$ cat config.mk
export PLATFORM = sky130hd
export DESIGN_NAME = adc2w_reader
export DESIGN_NICKNAME = d
export VERILOG_FILES = /design/src/rtl/adc2w_pkg.sv /design/src/rtl/adc2w_sync.sv /design/src/rtl/adc2w_halfcnt.sv /design/src/rtl/adc2w_capture.sv /design/src/rtl/adc2w_seq.sv /design/src/rtl/adc2w_reader.sv
export SDC_FILE = /design/constraint.sdc
export NUM_CORES = 1
export LEC_CHECK = 0
export ABC_AREA = 1
export BUFFER_PORTS_ARGS = -buffer_cell sky130_fd_sc_hd__buf_2
export CORE_MARGIN = 2
export CORE_UTILIZATION = 55
export CTS_BUF_LIST = sky130_fd_sc_hd__clkbuf_4
export CTS_CLUSTER_DIAMETER = 100
export CTS_CLUSTER_SIZE = 12
export DETAILED_ROUTE_END_ITERATION = 6
export PLACE_DENSITY = 0.79
export SYNTH_ARGS = -nofsm -noshare
export SYNTH_HDL_FRONTEND = slang
export SYNTH_SLANG_ARGS = --single-unit
$ cat constraint.sdc
create_clock -name clk -period 4.86 [get_ports clk]
set_input_delay 0.972 -clock clk [delete_from_list [all_inputs] [get_ports clk]]
set_output_delay 0.972 -clock clk [all_outputs]
set_load 0.05 [all_outputs]
$ cat src/rtl/adc2w_pkg.sv
package adc2w_pkg;

  typedef enum logic [1:0] {
    MODE_PLAIN = 2'b00,
    MODE_CAL   = 2'b01,
    MODE_SLEEP = 2'b10,
    MODE_ALT   = 2'b11
  } rd_mode_e;

  typedef enum logic [1:0] {
    ST_IDLE = 2'd0,
    ST_WAIT = 2'd1,
    ST_CLK  = 2'd2,
    ST_HOLD = 2'd3
  } seq_st_e;

  // Number of full clock pulses a command issues before it finishes.
  function automatic int unsigned pulse_total(rd_mode_e m, int unsigned nbits);
    case (m)
      MODE_CAL:   return nbits + 2;
      MODE_SLEEP: return nbits;
      default:    return nbits + 1;
    endcase
  endfunction

endpackage

$ cat src/rtl/adc2w_sync.sv
module adc2w_sync #(
  parameter int   STAGES    = 2,
  parameter logic RESET_VAL = 1'b1
) (
  input  logic clk,
  input  logic rst_n,
  input  logic din,
  output logic dout
);

  logic [STAGES-1:0] chain;

  generate
    if (STAGES == 1) begin : g_one
      always_ff @(posedge clk or negedge rst_n) begin
        if (!rst_n) chain <= RESET_VAL;
        else        chain <= din;
      end
    end else begin : g_many
      always_ff @(posedge clk or negedge rst_n) begin
        if (!rst_n) chain <= {STAGES{RESET_VAL}};
        else        chain <= {chain[STAGES-2:0], din};
      end
    end
  endgenerate

  assign dout = chain[STAGES-1];

endmodule

$ cat src/rtl/adc2w_halfcnt.sv
module adc2w_halfcnt #(
  parameter int HALF_CYC = 25
) (
  input  logic clk,
  input  logic rst_n,
  input  logic run,
  output logic half_end
);

  localparam int HC_W = $clog2(HALF_CYC + 1);
  localparam logic [HC_W-1:0] LAST = HC_W'(HALF_CYC - 1);

  logic [HC_W-1:0] cnt;

  always_ff @(posedge clk or negedge rst_n) begin
    if (!rst_n)           cnt <= '0;
    else if (!run)        cnt <= '0;
    else if (cnt == LAST) cnt <= '0;
    else                  cnt <= cnt + HC_W'(1);
  end

  assign half_end = run && (cnt == LAST);


  halfcnt_range_chk: assert property (@(posedge clk) disable iff (!rst_n)
    cnt <= LAST);

endmodule

$ cat src/rtl/adc2w_capture.sv
module adc2w_capture #(
  parameter int DATA_W = 24,
  parameter int OUT_W  = 32
) (
  input  logic             clk,
  input  logic             rst_n,
  input  logic             shift_en,
  input  logic             last_bit,
  input  logic             bit_in,
  output logic [OUT_W-1:0] word,
  output logic             valid
);

  logic [DATA_W-1:0] sh;
  logic [DATA_W-1:0] next_sh;

  function automatic logic [OUT_W-1:0] sext(input logic [DATA_W-1:0] v);
    return OUT_W'($signed(v));
  endfunction

  assign next_sh = {sh[DATA_W-2:0], bit_in};

  always_ff @(posedge clk or negedge rst_n) begin
    if (!rst_n) begin
      sh    <= '0;
      word  <= '0;
      valid <= 1'b0;
    end else begin
      valid <= 1'b0;
      if (shift_en) begin
        sh <= next_sh;
        if (last_bit) begin
          word  <= sext(next_sh);
          valid <= 1'b1;
        end
      end
    end
  end


  valid_single_chk: assert property (@(posedge clk) disable iff (!rst_n)
    valid |=> !valid);

endmodule

$ cat src/rtl/adc2w_seq.sv
module adc2w_seq
  import adc2w_pkg::*;
#(
  parameter int DATA_W = 24,
  parameter int CNT_W  = 20
) (
  input  logic             clk,
  input  logic             rst_n,
  input  logic             start,
  input  logic [1:0]       mode,
  input  logic [CNT_W-1:0] hold_len,
  input  logic [CNT_W-1:0] tmo_limit,
  input  logic             rdy_s,
  input  logic             half_end,
  output logic             sclk,
  output logic             phase_run,
  output logic             shift_en,
  output logic             last_bit,
  output logic             busy,
  output logic             timeout
);

  localparam int PCNT_W = $clog2(DATA_W + 3);

  seq_st_e           st_q;
  rd_mode_e          mode_q;
  logic [CNT_W-1:0]  hold_q;
  logic [CNT_W-1:0]  lim_q;
  logic [CNT_W-1:0]  tmr;
  logic [PCNT_W-1:0] pcnt;
  logic [PCNT_W-1:0] total;
  logic              sclk_q;
  logic              tmo_q;

  always_comb total = PCNT_W'(pulse_total(mode_q, DATA_W));

  always_ff @(posedge clk or negedge rst_n) begin
    if (!rst_n) begin
      st_q   <= ST_IDLE;
      mode_q <= MODE_PLAIN;
      hold_q <= '0;
      lim_q  <= '0;
      tmr    <= '0;
      pcnt   <= '0;
      sclk_q <= 1'b0;
      tmo_q  <= 1'b0;
    end else begin
      tmo_q <= 1'b0;
      case (st_q)
        ST_IDLE: begin
          sclk_q <= 1'b0;
          if (start) begin
            mode_q <= rd_mode_e'(mode);
            hold_q <= hold_len;
            lim_q  <= tmo_limit;
            tmr    <= '0;
            st_q   <= ST_WAIT;
          end
        end
        ST_WAIT: begin
          if (!rdy_s) begin
            st_q   <= ST_CLK;
            sclk_q <= 1'b1;
            pcnt   <= '0;
          end else if (tmr >= lim_q) begin
            tmo_q <= 1'b1;
            st_q  <= ST_IDLE;
          end else begin
            tmr <= tmr + CNT_W'(1);
          end
        end
        ST_CLK: begin
          if (half_end) begin
            if (sclk_q) begin
              sclk_q <= 1'b0;
              pcnt   <= pcnt + PCNT_W'(1);
            end else if (pcnt == total) begin
              if (mode_q == MODE_SLEEP) begin
                st_q   <= ST_HOLD;
                sclk_q <= 1'b1;
                tmr    <= CNT_W'(1);
              end else begin
                st_q <= ST_IDLE;
              end
            end else begin
              sclk_q <= 1'b1;
            end
          end
        end
        default: begin  // ST_HOLD
          if (tmr >= hold_q) begin
            sclk_q <= 1'b0;
            st_q   <= ST_IDLE;
          end else begin
            tmr <= tmr + CNT_W'(1);
          end
        end
      endcase
    end
  end

  assign sclk      = sclk_q;
  assign busy      = (st_q != ST_IDLE);
  assign timeout   = tmo_q;
  assign phase_run = (st_q == ST_CLK);
  assign shift_en  = (st_q == ST_CLK) && half_end && sclk_q &&
                     (pcnt < PCNT_W'(DATA_W));
  assign last_bit  = shift_en && (pcnt == PCNT_W'(DATA_W - 1));


  rise_after_ready_chk: assert property (@(posedge clk) disable iff (!rst_n)
    ($rose(sclk_q) && $past(st_q) == ST_WAIT) |-> !$past(rdy_s));


  pulse_bound_chk: assert property (@(posedge clk) disable iff (!rst_n)
    (st_q == ST_CLK) |-> (pcnt <= total));


  hold_high_chk: assert property (@(posedge clk) disable iff (!rst_n)
    (st_q == ST_HOLD) |-> sclk_q);


  timeout_idle_chk: assert property (@(posedge clk) disable iff (!rst_n)
    tmo_q |-> (st_q == ST_IDLE && !sclk_q && !$past(sclk_q)));


  busy_cmd_ignored_chk: assert property (@(posedge clk) disable iff (!rst_n)
    (st_q != ST_IDLE && start) |=> ($stable(mode_q) && $stable(hold_q)));

endmodule

$ cat src/rtl/adc2w_reader.sv
module adc2w_reader #(
  parameter int HALF_CYC    = 25,
  parameter int DATA_W      = 24,
  parameter int OUT_W       = 32,
  parameter int CNT_W       = 20,
  parameter int SYNC_STAGES = 2
) (
  input  logic             clk,
  input  logic             rst_n,
  input  logic             cmd_start,
  input  logic [1:0]       cmd_mode,
  input  logic [CNT_W-1:0] cmd_hold_cycles,
  input  logic [CNT_W-1:0] ready_timeout,
  output logic             adc_sclk,
  input  logic             adc_rdy_dout,
  output logic [OUT_W-1:0] sample_data,
  output logic             sample_valid,
  output logic             busy,
  output logic             rdy_timeout
);

  localparam int SW = $clog2(HALF_CYC + 2) + 1;

  logic rdy_s;
  logic half_end;
  logic phase_run;
  logic shift_en;
  logic last_bit;

  adc2w_sync #(.STAGES(SYNC_STAGES), .RESET_VAL(1'b1)) u_sync (
    .clk  (clk),
    .rst_n(rst_n),
    .din  (adc_rdy_dout),
    .dout (rdy_s)
  );

  adc2w_halfcnt #(.HALF_CYC(HALF_CYC)) u_half (
    .clk     (clk),
    .rst_n   (rst_n),
    .run     (phase_run),
    .half_end(half_end)
  );

  adc2w_seq #(.DATA_W(DATA_W), .CNT_W(CNT_W)) u_seq (
    .clk      (clk),
    .rst_n    (rst_n),
    .start    (cmd_start),
    .mode     (cmd_mode),
    .hold_len (cmd_hold_cycles),
    .tmo_limit(ready_timeout),
    .rdy_s    (rdy_s),
    .half_end (half_end),
    .sclk     (adc_sclk),
    .phase_run(phase_run),
    .shift_en (shift_en),
    .last_bit (last_bit),
    .busy     (busy),
    .timeout  (rdy_timeout)
  );

  adc2w_capture #(.DATA_W(DATA_W), .OUT_W(OUT_W)) u_cap (
    .clk     (clk),
    .rst_n   (rst_n),
    .shift_en(shift_en),
    .last_bit(last_bit),
    .bit_in  (rdy_s),
    .word    (sample_data),
    .valid   (sample_valid)
  );

  // Phase-length checker: cycles since the last serial clock toggle.
  logic          sclk_d;
  logic [SW-1:0] since;
  logic          lvl_ok;

  always_ff @(posedge clk or negedge rst_n) begin
    if (!rst_n) begin
      sclk_d <= 1'b0;
      since  <= '0;
      lvl_ok <= 1'b0;
    end else begin
      sclk_d <= adc_sclk;
      if (adc_sclk != sclk_d) begin
        since  <= '0;
        lvl_ok <= phase_run;
      end else begin
        if (since != {SW{1'b1}}) since <= since + SW'(1);
        lvl_ok <= lvl_ok && phase_run;
      end
    end
  end


  phase_width_chk: assert property (@(posedge clk) disable iff (!rst_n)
    (adc_sclk != sclk_d && lvl_ok) |-> (since == SW'(HALF_CYC - 1)));


  valid_only_when_busy_chk: assert property (@(posedge clk) disable iff (!rst_n)
    sample_valid |-> busy);

endmodule

==> flow_metrics.tcl <==
set metrics [dict create \
    outcome "finished clean" \
    die_area_sq_um 13500 \
    die_w_um 116 \
    timing.rr.end "u_seq.tmr[0]" \
    gp_congestion 0.928 \
    syn_avg_cell_area_sq_um 8.07 \
    ys_types 39 \
    max_freq_mhz 324 \
    worstSkewPairLatency_ps 530 \
    required_ps 5270 \
    fin_tns_setup_ps 0 \
    tightest_slew_ps 976 \
    track_usage_pct 22.9 \
    utilization_pct 61.6 \
    setup_violations 0 \
    fin_crit_ps 3090 \
    antenna_found_initial 1 \
    htreeDepth 4 \
    hp-class "reg2reg" \
    path_clk_slew_ps 110 \
    numCtsBuffers 17 \
    period_share_pct 63.5 \
    syn_to_final_growth_pct 10.8 \
    ctsHoldBuffers 0 \
    crit_slowest_cell "nand3_2" \
    power_leakage_nw 4.05 \
    core_sq_um 12500 \
    synthSimpleGateAreaFrac_pct 25.0 \
    ys_ff_latch 126 \
    cts_setup_buffers 0 \
    yosysSeqAreaShare_pct 45.5 \
    crit_fanout 21 \
    regArea_sq_um 3160 \
    hpwl_um 10300 \
    ys_warn_count 0 \
    synthMuxAreaShare_pct 0.325 \
    rows 41 \
    initial_core_util_pct 55.6 \
    vias_per_cell 4.99 \
    cts_tree "done" \
    fin_cells 1112 \
    grt_pass1_vias 5220 \
    hold_path_depth 0 \
    grt_max_degree 79 \
    hold_viol 0 \
    start_kind "flop" \
    drv_cap 0 \
    cp_cell_sequence "inv_1 > ha_1 > nor2_4 > inv_2 > nor2_1 > nand2_1 > nand3_2 > nand2_2 > nand2_1" \
    finalClockSkew_ps 18.2 \
    syn_area_sq_um 6930 \
    drtAntennaViolNets 0 \
    die_h_um 116 \
    critPathArrivalTime_ps 3500 \
    rsz0062_at_grt "no" \
    maxSlewViolCount 0 \
    pin_count 82 \
    whs_ps 363 \
    drtIter0Drc 415 \
    rrSetupSlack_ps 1770 \
    slew_headroom_pct 34.9 \
    synth_xor_area_share_pct 1.26 \
    synth_cells 859 \
    critPathCaptureType "flop" \
    crit_top_cell "nand2_1" \
    wl_per_cell_um 12.7 \
    fin_nets 1022 \
    synth_top_family_by_area "simple AND/OR/NAND/NOR gates" \
    dr.pass1.iters 6 \
    dp_cells 1079 \
    clock_tree.buffer_depth 2 \
    drc 0 \
    routed-via-count 5550 \
    port_buffers 81 \
    cts_root_buf "clkbuf_4" \
    overflow 0 \
    power_density_nw_per_um2 395 \
    fillers 1090 \
    synthAdderAreaFrac_pct 9.02 \
    grt_pass1_wl_um 24300 \
    max_stage_delay_ps 700 \
    p_total_mw 3.03 \
    reg2reg_depth 9 \
    hold-path-endpoint "u_sync.chain[1]" \
    timing.rr.start "u_seq.st_q[0]" \
    drive_above_1_share_pct 18.1 \
    min_from "u_sync.chain[0]" \
    path_class "reg2reg" \
    syn_nets 955 \
    synth-compound-area-share_pct 9.29 \
    multi_input_area_sq_um 3120 \
    cts_resized 0 \
    cts_sinks 126 \
    wirelength_um 14200 \
    ir_worst_vdd_mv 0.250 \
]
[synth_stat cells (all sizes together)]
cell    count  area share (%)
nor3        8            0.81
mux2        2            0.32
xnor2       4            0.51
a21o        3            0.32
o31ai       2            0.22
inv       123             6.7
xor2        6            0.76
a21oi      57             4.1
ha         50             9.0
o211ai      1            0.11
nand2     226              13
nor3b       2            0.29
dfstp       2            0.76
and2        2            0.22
nand4      27             2.7
o21a        1            0.11
buf        21             2.1
nor2      102             6.0
o21ai      59             4.3
o21bai      1            0.11
and3        1           0.090
clkbuf     15            0.81
nand3      20             1.6
dfrtp     124              45
[sequential cells by signal, indices dropped and copies added, names as in the netlist]
name / count
u_seq.hold_q: 20
u_seq.sclk: 1
u_cap.sh: 23
u_sync.chain: 2
u_seq.timeout: 1
u_seq.tmr: 20
u_seq.mode_q: 2
u_seq.lim_q: 20
u_cap.valid: 1
u_seq.pcnt: 5
u_half.cnt: 5
u_cap.word: 24
u_seq.st_q: 2
[cells by family (layout without fill, tap and decap cells)]
| family | after synthesis | count (layout) |
|---|---|---|
| and+or+nand+nor | 388 | 388 |
| buffers and inverters | 159 | 239 |
| DFF | 126 | 126 |
| AOI/OAI and AO/OA | 124 | 124 |
| adders and majority gates | 50 | 50 |
| xor gates and xnor gates | 10 | 10 |
| muxes | 2 | 2 |
| other | 0 | 1 |
[cells in the final DEF, fill, tap and decap left out, types with 17 or more instances in the layout]
master | Yosys | routed
clkbuf_4 | 0 | 17
nand2_2 | 29 | 30
nand4_1 | 26 | 26
nand3_1 | 18 | 18
buf_2 | 7 | 80
o21ai_1 | 27 | 27
nand2_1 | 196 | 195
ha_1 | 50 | 50
o21ai_0 | 31 | 31
nor2_1 | 94 | 94
a21oi_1 | 57 | 57
dfrtp_1 | 124 | 124
inv_1 | 118 | 118
[area by class of cell]
type | count | share of cell area [%]
antenna | 1 | 0.0326
clock buffer | 17 | 1.66
clock inverter | 15 | 2.07
inverter | 123 | 6.01
multi-input combinational | 574 | 40.6
sequential | 126 | 41.1
tap | 172 | 2.80
timing repair buffer | 84 | 5.77
[worst max-delay path, delay by kind of cell, from the launching register on]
kind / cells / cell delay, ps
AND/OR/NAND/NOR: 6 / 1750
buffers and inverters: 2 / 350
flip-flops: 1 / 430
adder cells (fa/ha/maj): 1 / 440
[metrics by stage]
step,cell area [sq um],setup slack (ps)
global placement,7390,2000
finish,7680,1770
global route,7680,1510
floorplan,6930,2830
CTS,7680,1870
detailed placement,7390,1890
[worst max-delay path by stage]
stage                  startpoint           end  slack (ps)  depth (start not counted)
detailed placement  u_seq.st_q[0]  u_seq.tmr[0]        1890                          9
global placement    u_seq.tmr[14]  u_seq.tmr[8]        2000                         11
CTS                 u_seq.st_q[0]  u_seq.tmr[0]        1870                          9
floorplan           u_seq.st_q[0]          busy        2830                          3
global route        u_seq.st_q[0]  u_seq.tmr[0]        1510                          9
finish              u_seq.st_q[0]  u_seq.tmr[0]        1770                          9
[report_power, final]
part,switching (mW),internal [mW],total (mW)
clock network,0.416,0.312,0.728
registers,0.0763,1.23,1.31
logic,0.676,0.321,0.997
[metal layers]
metal | GRT usage (%) | share of wire [%]
met4 | 7.94 | 1.6
met2 | 37.1 | 47
met5 | 0 | 0
met3 | 5.45 | 5.2
met1 | 30.3 | 46
Power figures use the tool's default switching activity.
